==> src/rtl/lockg_pkg.sv <==
package lockg_pkg;

   localparam int unsigned LOCK_W = 3;
   localparam int unsigned NREQ   = 5;

   typedef enum logic [1:0] {
      LVL_OPEN     = 2'd0,
      LVL_NOWRITE  = 2'd1,
      LVL_NOVERIFY = 2'd2,
      LVL_NOEXT    = 2'd3
   } lock_level_e;

   localparam int unsigned RQ_FETCH_INT = 0;
   localparam int unsigned RQ_TBL_EXT   = 1;
   localparam int unsigned RQ_PROG      = 2;
   localparam int unsigned RQ_VERIFY    = 3;
   localparam int unsigned RQ_EXT_EXEC  = 4;

   // Lowest level (ordinal 0..3) at which a request is refused; 4 = never.
   function automatic int unsigned deny_from(input int unsigned idx);
      case (idx)
         RQ_TBL_EXT:  return 1;
         RQ_PROG:     return 1;
         RQ_VERIFY:   return 2;
         RQ_EXT_EXEC: return 3;
         default:     return 4;
      endcase
   endfunction

endpackage

==> src/rtl/lockg_level_decode.sv <==
module lockg_level_decode
   import lockg_pkg::*;
(
   input  logic [LOCK_W-1:0] lock_bits_i,
   output lock_level_e       level_o,
   output logic              locked_o
);

   always_comb begin
      unique case (lock_bits_i)
         3'b000:  level_o = LVL_OPEN;
         3'b001:  level_o = LVL_NOWRITE;
         3'b011:  level_o = LVL_NOVERIFY;
         default: level_o = LVL_NOEXT;   // 111 and every illegal code
      endcase
   end

   assign locked_o = (level_o != LVL_OPEN);

   always_comb begin
      if (lock_bits_i == '0)
         AST_OPEN_ONLY_BLANK: assert (level_o == LVL_OPEN);
   end

endmodule

==> src/rtl/lockg_req_gate.sv <==
module lockg_req_gate
   import lockg_pkg::*;
#(
   parameter int unsigned DENY_FROM = 4
)(
   input  logic        clk_i,
   input  logic        rst_ni,
   input  lock_level_e level_i,
   input  logic        req_i,
   output logic        grant_o,
   output logic        deny_o
);

   localparam logic [2:0] THRESH = 3'(DENY_FROM);

   logic refuse;
   assign refuse = ({1'b0, level_i} >= THRESH);

   always_ff @(posedge clk_i) begin
      if (!rst_ni) begin
         grant_o <= 1'b0;
         deny_o  <= 1'b0;
      end else begin
         grant_o <= req_i & ~refuse;
         deny_o  <= req_i &  refuse;
      end
   end

   AST_IDLE_QUIET: assert property (@(posedge clk_i) disable iff (!rst_ni)
      !req_i |=> (!grant_o && !deny_o));

endmodule

==> src/rtl/lockg_ea_latch.sv <==
module lockg_ea_latch (
   input  logic clk_i,
   input  logic rst_ni,
   input  logic locked_i,
   input  logic pin_i,
   output logic ea_q_o,
   output logic mismatch_o
);

   // The capture register has no reset value: it is loaded while reset is held.
   always_ff @(posedge clk_i) begin
      if (!rst_ni || !locked_i)
         ea_q_o <= pin_i;
   end

   always_ff @(posedge clk_i) begin
      if (!rst_ni)
         mismatch_o <= 1'b0;
      else
         mismatch_o <= locked_i && (ea_q_o != pin_i);
   end

   AST_LATCH_HOLD: assert property (@(posedge clk_i) disable iff (!rst_ni)
      ($past(rst_ni) && $past(locked_i)) |-> $stable(ea_q_o));

   AST_MISMATCH_RAISE: assert property (@(posedge clk_i) disable iff (!rst_ni)
      (locked_i && (ea_q_o != pin_i)) |=> mismatch_o);

   AST_MISMATCH_OPEN: assert property (@(posedge clk_i) disable iff (!rst_ni)
      !locked_i |=> !mismatch_o);

endmodule

==> src/rtl/code_lock_guard.sv <==
module code_lock_guard
   import lockg_pkg::*;
(
   input  logic            clk_i,
   input  logic            rst_ni,
   input  logic [2:0]      lock_bits_i,
   input  logic            ea_pin_i,
   input  logic [4:0]      req_i,
   output logic [4:0]      grant_o,
   output logic [4:0]      deny_o,
   output logic            ea_latched_o,
   output logic            ea_mismatch_o
);

   if (LOCK_W != 3 || NREQ != 5) begin : g_bad_cfg
      $error("code_lock_guard: port widths assume three lock bits and five requests");
   end

   lock_level_e level;
   logic        locked;

   lockg_level_decode u_dec (
      .lock_bits_i (lock_bits_i),
      .level_o     (level),
      .locked_o    (locked)
   );

   for (genvar k = 0; k < NREQ; k++) begin : g_gate
      lockg_req_gate #(.DENY_FROM(deny_from(k))) u_gate (
         .clk_i   (clk_i),
         .rst_ni  (rst_ni),
         .level_i (level),
         .req_i   (req_i[k]),
         .grant_o (grant_o[k]),
         .deny_o  (deny_o[k])
      );
   end

   lockg_ea_latch u_ea (
      .clk_i      (clk_i),
      .rst_ni     (rst_ni),
      .locked_i   (locked),
      .pin_i      (ea_pin_i),
      .ea_q_o     (ea_latched_o),
      .mismatch_o (ea_mismatch_o)
   );

   AST_ONE_ANSWER: assert property (@(posedge clk_i) disable iff (!rst_ni)
      (req_i != '0) |=> ((grant_o ^ deny_o) == $past(req_i)));

   AST_PROG_LOCKED: assert property (@(posedge clk_i) disable iff (!rst_ni)
      (lock_bits_i != 3'b000 && req_i[RQ_PROG]) |=> deny_o[RQ_PROG]);

   AST_VERIFY_LOCKED: assert property (@(posedge clk_i) disable iff (!rst_ni)
      (lock_bits_i[1] && req_i[RQ_VERIFY]) |=> deny_o[RQ_VERIFY]);

   AST_EXT_EXEC_LOCKED: assert property (@(posedge clk_i) disable iff (!rst_ni)
      (lock_bits_i[2] && req_i[RQ_EXT_EXEC]) |=> deny_o[RQ_EXT_EXEC]);

   AST_FETCH_ALWAYS: assert property (@(posedge clk_i) disable iff (!rst_ni)
      req_i[RQ_FETCH_INT] |=> grant_o[RQ_FETCH_INT]);

endmodule

==> config.mk <==
export PLATFORM = sky130hd
export DESIGN_NAME = code_lock_guard
export DESIGN_NICKNAME = d
export VERILOG_FILES = /design/src/rtl/lockg_pkg.sv /design/src/rtl/lockg_level_decode.sv /design/src/rtl/lockg_req_gate.sv /design/src/rtl/lockg_ea_latch.sv /design/src/rtl/code_lock_guard.sv
export SDC_FILE = /design/constraint.sdc
export NUM_CORES = 1
export LEC_CHECK = 0
export CORE_AREA = 2 2 39 41
export CTS_BUF_LIST = sky130_fd_sc_hd__clkbuf_2
export DETAILED_ROUTE_END_ITERATION = 8
export DIE_AREA = 0 0 41 43
export DONT_BUFFER_PORTS = 1
export RECOVER_POWER = 100
export SLEW_MARGIN = 20
export SYNTH_ARGS = -nofsm -noshare
export SYNTH_HDL_FRONTEND = slang
export SYNTH_SLANG_ARGS = --single-unit
==> constraint.sdc <==
create_clock -name clk_i -period 0.95 [get_ports clk_i]
set_input_delay 0.19 -clock clk_i [delete_from_list [all_inputs] [get_ports clk_i]]
set_output_delay 0.19 -clock clk_i [all_outputs]
set_load 0.1 [all_outputs]
==> impl_metrics.csv, run 1 <==
group,metric,value,unit
timing,finalClockSkew,2.94,ps
critical_path,cp_cell_sequence,"buf_12",
placement,place_hpwl,522,um
critical_path,cp.required,760,ps
routing,drc,0,
floorplanning,core_area,1380,sq um
clock_tree,cts_max_level,1,
logic_synthesis,synthMuxAreaShare,0,%
global_routing,grt_pass1_wl,910,um
routing,drtPass1Iterations,3,
clock_tree,cts_buffers,3,
finish,final_util,47.0,%
routing,num_vias,272,
clock_tree,cts.clk_slew.worst_paths,90,ps
logic_synthesis,synth-compound-area-share,2.99,%
global_routing,antenna_found_initial,0,
clock_tree,clock-sinks,11,
timing,fin_crit,1060,ps
timing,hold_violations,0,
critical_path,cp_max_fo,2,
logic_synthesis,synth_top_family_by_area,"simple AND/OR/NAND/NOR gates",
global_routing,grt_pass1_vias,231,
floorplanning,die_h,43,um
timing,fin_ws,-113,ps
finish,final_nets,61,
critical_path,startpoint_type,"flop",
global_routing,grt_overflow,0,
logic_synthesis,syn-instance-count,41,
clock_tree,clkLatencyLatePin,240,ps
critical_path,cpPeakStageDelay,440,ps
timing,max_freq,940,MHz
floorplanning,dieWidth,41,um
placement,io_buffers,0,
routing,avgViaCountPerCell,4.18,
run_status,status,"finished, violations left",
finish,final_cell_mix,"11 x buf_12, 10 x dfxtp_2, 4 x clkbuf_2",
logic_synthesis,synth-warning-count,0,
clock_tree,cts_tree,"done",
logic_synthesis,yosys.area.top_type_share,47.9,%
critical_path,path_class,"reg -> out",
run_status,violations,"setup timing",
clock_tree,clockBufferDepth,2,
timing,setup_violations,5,
logic_synthesis,synth-xor-area-share,2.10,%
routing,routed_wl,693,um
critical_path,path_delay_family,"flip-flops",
global_routing,grt_max_degree,8,
logic_synthesis,ys_seq_area_share,55.1,%
timing,post-route-period-util,112,%
logic_synthesis,synth_seq_cells,11,
power,p_leak,0.274,nW
routing,drtIter0Drc,4,
floorplanning,initial_core_util,30.2,%
clock_tree,root_buffer,"clkbuf_2",
logic_synthesis,synth_simple_gate_area_share,20.1,%
logic_synthesis,synth_area_leader_cell,"dfxtp_1",
logic_synthesis,syn_area,418,sq um
critical_path,end_kind,"output pin",
routing,post_drt_wl_per_cell,10.7,um
finish,drive_gt1_share,55.1,%
floorplanning,ioPinCount,23,
placement,place_congestion,0.652,
placement,place_inst,58,
critical_path,cpMaxStageDelayCell,"edfxtp_1",
global_routing,grt_util_all_layers,8.09,%
logic_synthesis,yosysUniqueCellTypes,17,
floorplanning,num_rows,14,
power,power_density,1690,nW/um^2
timing,rsz0062_at_grt,"true",
routing,ant_nets,0,
power,vdd_drop_max,819,uV
timing,slew_violations,0,
finish,diodes,0,
logic_synthesis,syn-num-nets,52,
critical_path,worst-path-buf-inv,1,
job,maxCapViolations,0,
logic_synthesis,synth.avg_cell_area,10.2,sq um
worst_hold_path,hold_path.class,"in -> reg",
finish,area_growth,55.7,%
critical_path,arrival,870,ps
floorplanning,die_area,1760,sq um
finish,instances_no_fill,65,
logic_synthesis,yosys-top-cells-area,"dfxtp_1 48%, buf_4 18%, edfxtp_1 7.2%, and2_1 4.5%, and3_1 3.0%",
finish,layout_commonest_cell,"buf_12",
logic_synthesis,synth_adder_area_share,0,%
layer usage:
layer	vias to the layer above	global-route usage [%]	wire length, um
met2	15	9.06	347
li1	139	-	-
met4	0	8.00	0
met5	-	0	0
met1	118	9.21	252
met3	0	5.76	93
what timing repair did:
item | CTS | global route
buffers inserted | 1 | 0
hold buffers | 2 | 0
setup endpoints to repair | 11 | 12
resized for setup | 10 | 1
endpoints found under the hold margin | 2 | 0
metrics by stage:
step / worst slack [ps] / power (W) / hold slack (ps) / setup TNS [ps] / instance area (sq um)
floorplan: -344 / 0.000753 / 266 / -666 / 418
global placement: 103 / 0.000838 / 271 / 0 / 583
detailed placement: 90.1 / 0.000840 / 269 / 0 / 583
CTS: -132 / 0.00111 / 24.3 / -298 / 643
global route: -161 / 0.00114 / 10.7 / -552 / 651
finish: -113 / 0.00110 / 40.5 / -123 / 651
synth_stat cells:
library cell  instances
inv_1                 1
and2_1                3
edfxtp_1              1
o31ai_1               1
xnor2_1               1
nor4b_1               1
nor3b_1               1
nand2b_1              1
dfxtp_1              10
buf_4                10
or3_1                 1
nand2_1               2
a21oi_1               1
conb_1                1
nor3_1                1
and3_1                2
nor2_1                3
final cells by class:
class	count	area, sq um
clock buffers	4	20.0
fillers	126	733
inverters	1	3.75
multi-input cells	19	116
flip-flops and latches	11	243
well taps	16	20.0
repair buffers	14	248
final timing paths:
kind | startpoint | slack [ps] | end | depth (start not counted)
worst max-delay path | u_ea.ea_q_o | -110 | ea_latched_o | 1
worst min-delay path | ea_pin_i | 40 | u_ea.ea_q_o | 0
worst max register to register | u_ea.ea_q_o | 20 | u_ea.mismatch_o | 3
worst min register to register | u_ea.ea_q_o | 720 | u_ea.mismatch_o | 3
logic make-up (layout without fill, tap and decap cells):
family / Yosys count / count (layout)
xor gates and xnor gates: 1 / 1
buffers and inverters: 11 / 19
DFF: 11 / 11
and+or+nand+nor: 15 / 15
AOI/OAI and AO/OA: 2 / 2
other: 1 / 1
registers in the layout, indices dropped and copies added (netlist names):
signal,cells
u_ea.ea_q_o,1
g_gate.u_gate.grant_o,5
u_ea.mismatch_o,1
g_gate.u_gate.deny_o,4
power by group:
part | switching [W] | internal, W
sequential | 0.0000196 | 0.000496
combinational | 0.000217 | 0.000120
clock | 0.000135 | 0.000112
(Power assumes the default switching activity.)
==> run 2: changes to the inputs <==
--- a/config.mk
+++ b/config.mk
@@ -14,4 +14,5 @@
 export SLEW_MARGIN = 20
 export SYNTH_ARGS = -nofsm -noshare
 export SYNTH_HDL_FRONTEND = slang
+export SYNTH_HIERARCHICAL = 1
 export SYNTH_SLANG_ARGS = --single-unit
==> run 2 against run 1 <==
Against the previous run:
- utilization up 0.45 points
- the flow still finishes with violations (setup timing)
- non-clock buffer count decreased by 1
- critical path depth unchanged
- critical endpoint unchanged
- clock power rose by 2%
- final area up 0.96%
- maximum frequency is 1.7% lower
- routed wire length increased by 26%
- clock skew fell by 2.9 ps
- largest cell class is now sequential cells
==> impl_metrics.csv, run 2 <==
group,metric,value,unit
power,switching_share,34.7,%
clock_tree,clockBufferDepth,2,
critical_path,path_delay_family,"flip-flops",
logic_synthesis,synth_common_cells,"10 x dfxtp_1, 3 x nand2_1",
logic_synthesis,async_reset_ff_share,0,%
floorplanning,core_area,1380,sq um
timing,max_freq,925,MHz
critical_path,cp_max_fo,2,
critical_path,worst-path-buf-inv,1,
floorplanning,die_h,43,um
finish,area_growth,78.0,%
timing,fin_crit,1080,ps
placement,place_inst,57,
worst_hold_path,hold_path.class,"in -> reg",
routing,routed_wl,874,um
logic_synthesis,yosys.area.top_type_share,54.2,%
logic_synthesis,syn-num-nets,42,
routing,drtPass1Iterations,1,
logic_synthesis,synth_seq_cells,11,
timing,post-route-period-util,114,%
routing,drc,0,
floorplanning,initial_core_util,26.7,%
floorplanning,ioPinCount,23,
clock_tree,cts.clk_slew.worst_paths,100,ps
logic_synthesis,synth_ff_type,"dfxtp_1",
job,maxCapViolations,0,
placement,place_congestion,0.586,
floorplanning,dieWidth,41,um
critical_path,cpPeakStageDelay,460,ps
finish,layout_commonest_cell,"buf_12",
clock_tree,cts_max_level,1,
global_routing,antenna_found_initial,0,
logic_synthesis,yosys-top-cells-area,"dfxtp_1 54%, edfxtp_1 8.1%, and4bb_2 6.8%, o211a_1 5.4%, xnor2_1 4.7%",
timing,hold_violations,0,
power,seqPwrFrac,46.0,%
critical_path,cpMaxStageDelayCell,"edfxtp_1",
power,p_sw,0.000391,W
routing,num_vias,279,
clock_tree,root_buffer,"clkbuf_2",
routing,drtIter0Drc,0,
finish,regMostFlops,"g_gate.u_gate/grant_o",
placement,io_buffers,0,
clock_tree,clkLatencyLatePin,230,ps
timing,fin_ws,-131,ps
power,vdd_drop_max,579,uV
logic_synthesis,synth-warning-count,6,
critical_path,arrival,890,ps
finish,reg_top3,"g_gate.u_gate/grant_o (5), g_gate.u_gate/deny_o (4)",
logic_synthesis,yosysUniqueCellTypes,16,
run_status,violations,"setup timing",
timing,setup_violations,8,
global_routing,grt_pass1_wl,1160,um
global_routing,grt_overflow,0,
critical_path,cp.required,760,ps
routing,avgViaCountPerCell,4.43,
critical_path,end_kind,"output pin",
finish,final_util,47.5,%
logic_synthesis,syn-instance-count,31,
power,finalPower,0.00113,W
power,p_leak,0.292,nW
timing,finalClockSkew,0.00214,ps
floorplanning,die_area,1760,sq um
routing,post_drt_wl_per_cell,13.9,um
power,pwr-share-clk,22.4,%
clock_tree,clock-sinks,11,
finish,drive_gt1_share,66.0,%
finish,final_cell_mix,"11 x buf_12, 10 x dfxtp_2, 4 x clkbuf_2",
global_routing,grt_max_degree,10,
logic_synthesis,synth_edf_count,1,
clock_tree,cts_tree,"done",
run_status,status,"finished, violations left",
finish,largest_reg_flops,5,
timing,slew_violations,0,
critical_path,startpoint_type,"flop",
floorplanning,num_rows,14,
logic_synthesis,synth.avg_cell_area,11.9,sq um
global_routing,grt_pass1_vias,294,
clock_tree,cts_buffers,3,
finish,diodes,0,
timing,rsz0062_at_grt,"true",
routing,ant_nets,0,
global_routing,grt_util_all_layers,9.79,%
power,power_density,1710,nW/um^2
logic_synthesis,syn_area,369,sq um
logic_synthesis,synth_area_leader_cell,"dfxtp_1",
power,internal_power,0.000736,W
critical_path,path_class,"reg -> out",
logic_synthesis,synth.most_common_cell,"dfxtp_1",
critical_path,cp_cell_sequence,"buf_12",
logic_synthesis,ys_seq_area_share,62.4,%
finish,instances_no_fill,63,
finish,final_nets,59,
power,power.share.combinational,31.5,%
[run 2: cell types whose count changed in the layout (fill, tap and decap cells not counted), sizes merged, moves of 2 or more]
| cell | delta |
|---|---|
| and2 | -2 |
| and4bb | +2 |
| dlygate4sd3 | -2 |
| o211a | +2 |
[run 2: stage by stage]
| stage | setup slack (ps) | cell area (sq um) | TNS, ps | hold WS, ps |
|---|---|---|---|---|
| finish | -131 | 657 | -229 | 44.3 |
| global route | -165 | 657 | -671 | 19.9 |
| CTS | -119 | 642 | -238 | 37.3 |
| detailed placement | 7.93 | 613 | 0 | 289 |
| global placement | 11.4 | 613 | 0 | 289 |
| floorplan | -335 | 380 | -656 | 289 |
[run 2: power groups by stage]
stage	Clock [W]	Combinational (W)	Sequential, W
after CTS	0.000258	0.000346	0.000518
after detailed placement	0	0.000339	0.000529
after floorplan	0	0.0000577	0.000692
after global routing	0.000285	0.000364	0.000521
after global placement	0	0.000335	0.000528
final	0.000253	0.000355	0.000518
[run 2: what timing repair did]
action / in CTS / in global routing
hold buffers: 0 / 0
gates cloned: 0 / 0
pin swaps: 0 / 1
gates resized for setup: 1 / 1
endpoints found under the setup margin: 11 / 11
setup buffers: 1 / 1
[run 2: worst paths after layout]
path                from         endpoint  slack (ps)  depth (start not counted)
max          u_ea/ea_q_o     ea_latched_o        -130                          1
max reg2reg  u_ea/ea_q_o  u_ea/mismatch_o         -60                          4
min reg2reg  u_ea/ea_q_o  u_ea/mismatch_o         820                          4
min             ea_pin_i      u_ea/ea_q_o          40                          0
[run 2: logic make-up (layout without fill, tap and decap cells)]
| group | Yosys count | count (layout) | share of synthesized area (%) |
|---|---|---|---|
| and+or+nand+nor | 13 | 13 | 23.1 |
| DFF | 11 | 11 | 62.4 |
| AOI/OAI and AO/OA | 3 | 3 | 6.78 |
| xor gates and xnor gates | 2 | 2 | 4.75 |
| other | 1 | 1 | 1.02 |
| buffers and inverters | 1 | 17 | 2.03 |
[run 2: metal layers]
layer | GRT usage, % | routed length [um]
met1 | 9.15 | 294
met2 | 18.8 | 535
met3 | 1.57 | 45
met4 | 4.00 | 0
met5 | 0 | 0
[run 2: final cells by class]
class	instances	area (sq um)
fill	125	727
clock buffer	4	20.0
tap	16	20.0
timing repair buffer	13	235
sequential	11	243
multi-input combinational	19	139
==> run 3: changes to the inputs <==
--- a/config.mk
+++ b/config.mk
@@ -11,6 +11,7 @@
 export DIE_AREA = 0 0 41 43
 export DONT_BUFFER_PORTS = 1
 export RECOVER_POWER = 100
+export SETUP_SLACK_MARGIN = 0.02
 export SLEW_MARGIN = 20
 export SYNTH_ARGS = -nofsm -noshare
 export SYNTH_HDL_FRONTEND = slang
==> run 3 against run 2 <==
Against the previous run:
- the flow still finishes with violations (setup timing)
- cell count shrank 1.6%
- power is 0.68% lower
- sequential cell count unchanged
==> impl_metrics.csv, run 3 (synthesis gave the netlist of run 2 again) <==
group,metric,value,unit
critical_path,cp_max_fo,2,
global_routing,grt_util_all_layers,9.79,%
placement,place_inst,57,
power,p_leak,0.287,nW
global_routing,grt_max_degree,10,
floorplanning,dieWidth,41,um
finish,area_growth,75.9,%
floorplanning,die_area,1760,sq um
timing,fin_ws,-120,ps
floorplanning,num_rows,14,
run_status,violations,"setup timing",
clock_tree,cts.clk_slew.worst_paths,100,ps
floorplanning,initial_core_util,26.7,%
critical_path,arrival,880,ps
finish,instances_no_fill,62,
global_routing,grt_overflow,0,
worst_hold_path,hold_start,"ea_pin_i",
floorplanning,die_h,43,um
critical_path,worst-path-buf-inv,1,
critical_path,cpPeakStageDelay,450,ps
timing,setup_violations,5,
finish,regMostFlops,"g_gate.u_gate/grant_o",
routing,post_drt_wl_per_cell,13.7,um
timing,hold_violations,0,
run_status,status,"finished, violations left",
clock_tree,cts_buffers,3,
placement,place_congestion,0.586,
power,power_density,1720,nW/um^2
finish,reg_top3,"g_gate.u_gate/grant_o (5), g_gate.u_gate/deny_o (4)",
power,vdd_drop_max,575,uV
job,maxCapViolations,0,
clock_tree,clock-sinks,11,
floorplanning,core_area,1380,sq um
critical_path,startpoint_type,"flop",
clock_tree,clkLatencyLatePin,230,ps
floorplanning,ioPinCount,23,
critical_path,cpMaxStageDelayCell,"edfxtp_1",
finish,largest_reg_flops,5,
routing,ant_nets,0,
timing,fin_crit,1070,ps
clock_tree,cts_tree,"done",
routing,drtIter0Drc,0,
routing,routed_wl,851,um
timing,post-route-period-util,113,%
timing,max_freq,934,MHz
critical_path,cp_cell_sequence,"buf_12",
finish,layout_commonest_cell,"buf_12",
power,finalPower,0.00112,W
global_routing,antenna_found_initial,0,
clock_tree,clockBufferDepth,2,
routing,drc,0,
critical_path,path_class,"reg -> out",
critical_path,end_kind,"output pin",
timing,rsz0062_at_grt,"true",
critical_path,crit_path_start,"u_ea/ea_q_o",
routing,drtPass1Iterations,1,
finish,final_cell_mix,"11 x buf_12, 10 x dfxtp_2, 4 x clkbuf_2",
placement,io_buffers,0,
timing,slew_violations,0,
finish,final_util,46.9,%
timing,finalClockSkew,0.00248,ps
clock_tree,root_buffer,"clkbuf_2",
finish,diodes,0,
critical_path,r2r-start,"u_ea/ea_q_o",
critical_path,path_delay_family,"flip-flops",
finish,final_nets,58,
global_routing,grt_pass1_wl,1160,um
worst_hold_path,hold_path.class,"in -> reg",
critical_path,cp.required,760,ps
global_routing,grt_pass1_vias,294,
finish,drive_gt1_share,65.2,%
routing,num_vias,277,
clock_tree,cts_max_level,1,
routing,avgViaCountPerCell,4.47,
finish,num-fill-cells,125,
run 3: layer usage:
metal	GRT usage, %	wire length (um)	share of wire (%)	up-vias
met4	4.00	0	0	0
met1	9.15	292	34	132
met3	1.57	45	5.3	0
met2	18.8	513	60	11
met5	0	0	0	-
li1	-	-	-	134
run 3: final timing paths:
kind,end,slack (ps),depth (start not counted)
setup / recovery,ea_latched_o,-120,1
hold / removal,u_ea/ea_q_o,40,0
setup reg to reg,u_ea/mismatch_o,60,3
hold reg to reg,u_ea/mismatch_o,720,3
run 3: what timing repair did:
item | CTS | global route
hold buffers | 0 | 0
gates cloned | 0 | 0
pin swaps | 0 | 2
endpoints found under the setup margin | 11 | 12
hold endpoints to repair | 0 | 0
gates resized for setup | 1 | 1
setup buffers | 1 | 1
run 3: layout make-up:
| cell class | instances | area, sq um | share of cell area, % |
|---|---|---|---|
| sequential | 11 | 243 | 37.4 |
| timing repair buffer | 12 | 228 | 35.1 |
| multi-input combinational | 19 | 139 | 21.4 |
| clock buffer | 4 | 20.0 | 3.08 |
| tap | 16 | 20.0 | 3.08 |
run 3: power breakdown:
| group | switching, W | internal [W] | leakage (nW) |
|---|---|---|---|
| logic | 0.000227 | 0.000122 | 0.175 |
| clock network | 0.000139 | 0.000112 | 0.0166 |
| registers | 0.0000208 | 0.000497 | 0.0959 |
run 3: stage by stage:
step	worst slack, ps	cell area, sq um	hold WS (ps)	TNS, ps
after floorplan	-335	380	289	-656
after global placement	11.4	613	289	0
after detailed placement	7.93	613	289	0
after CTS	-119	642	37.3	-238
after global routing	-150	649	19.9	-571
final	-120	649	44.3	-150
run 3: worst reg2reg max path, stage by stage, from the launching register on:
cell and delay, ps:
edfxtp_1 450, buf_4 170, xnor2_2 120, nor2_1 90
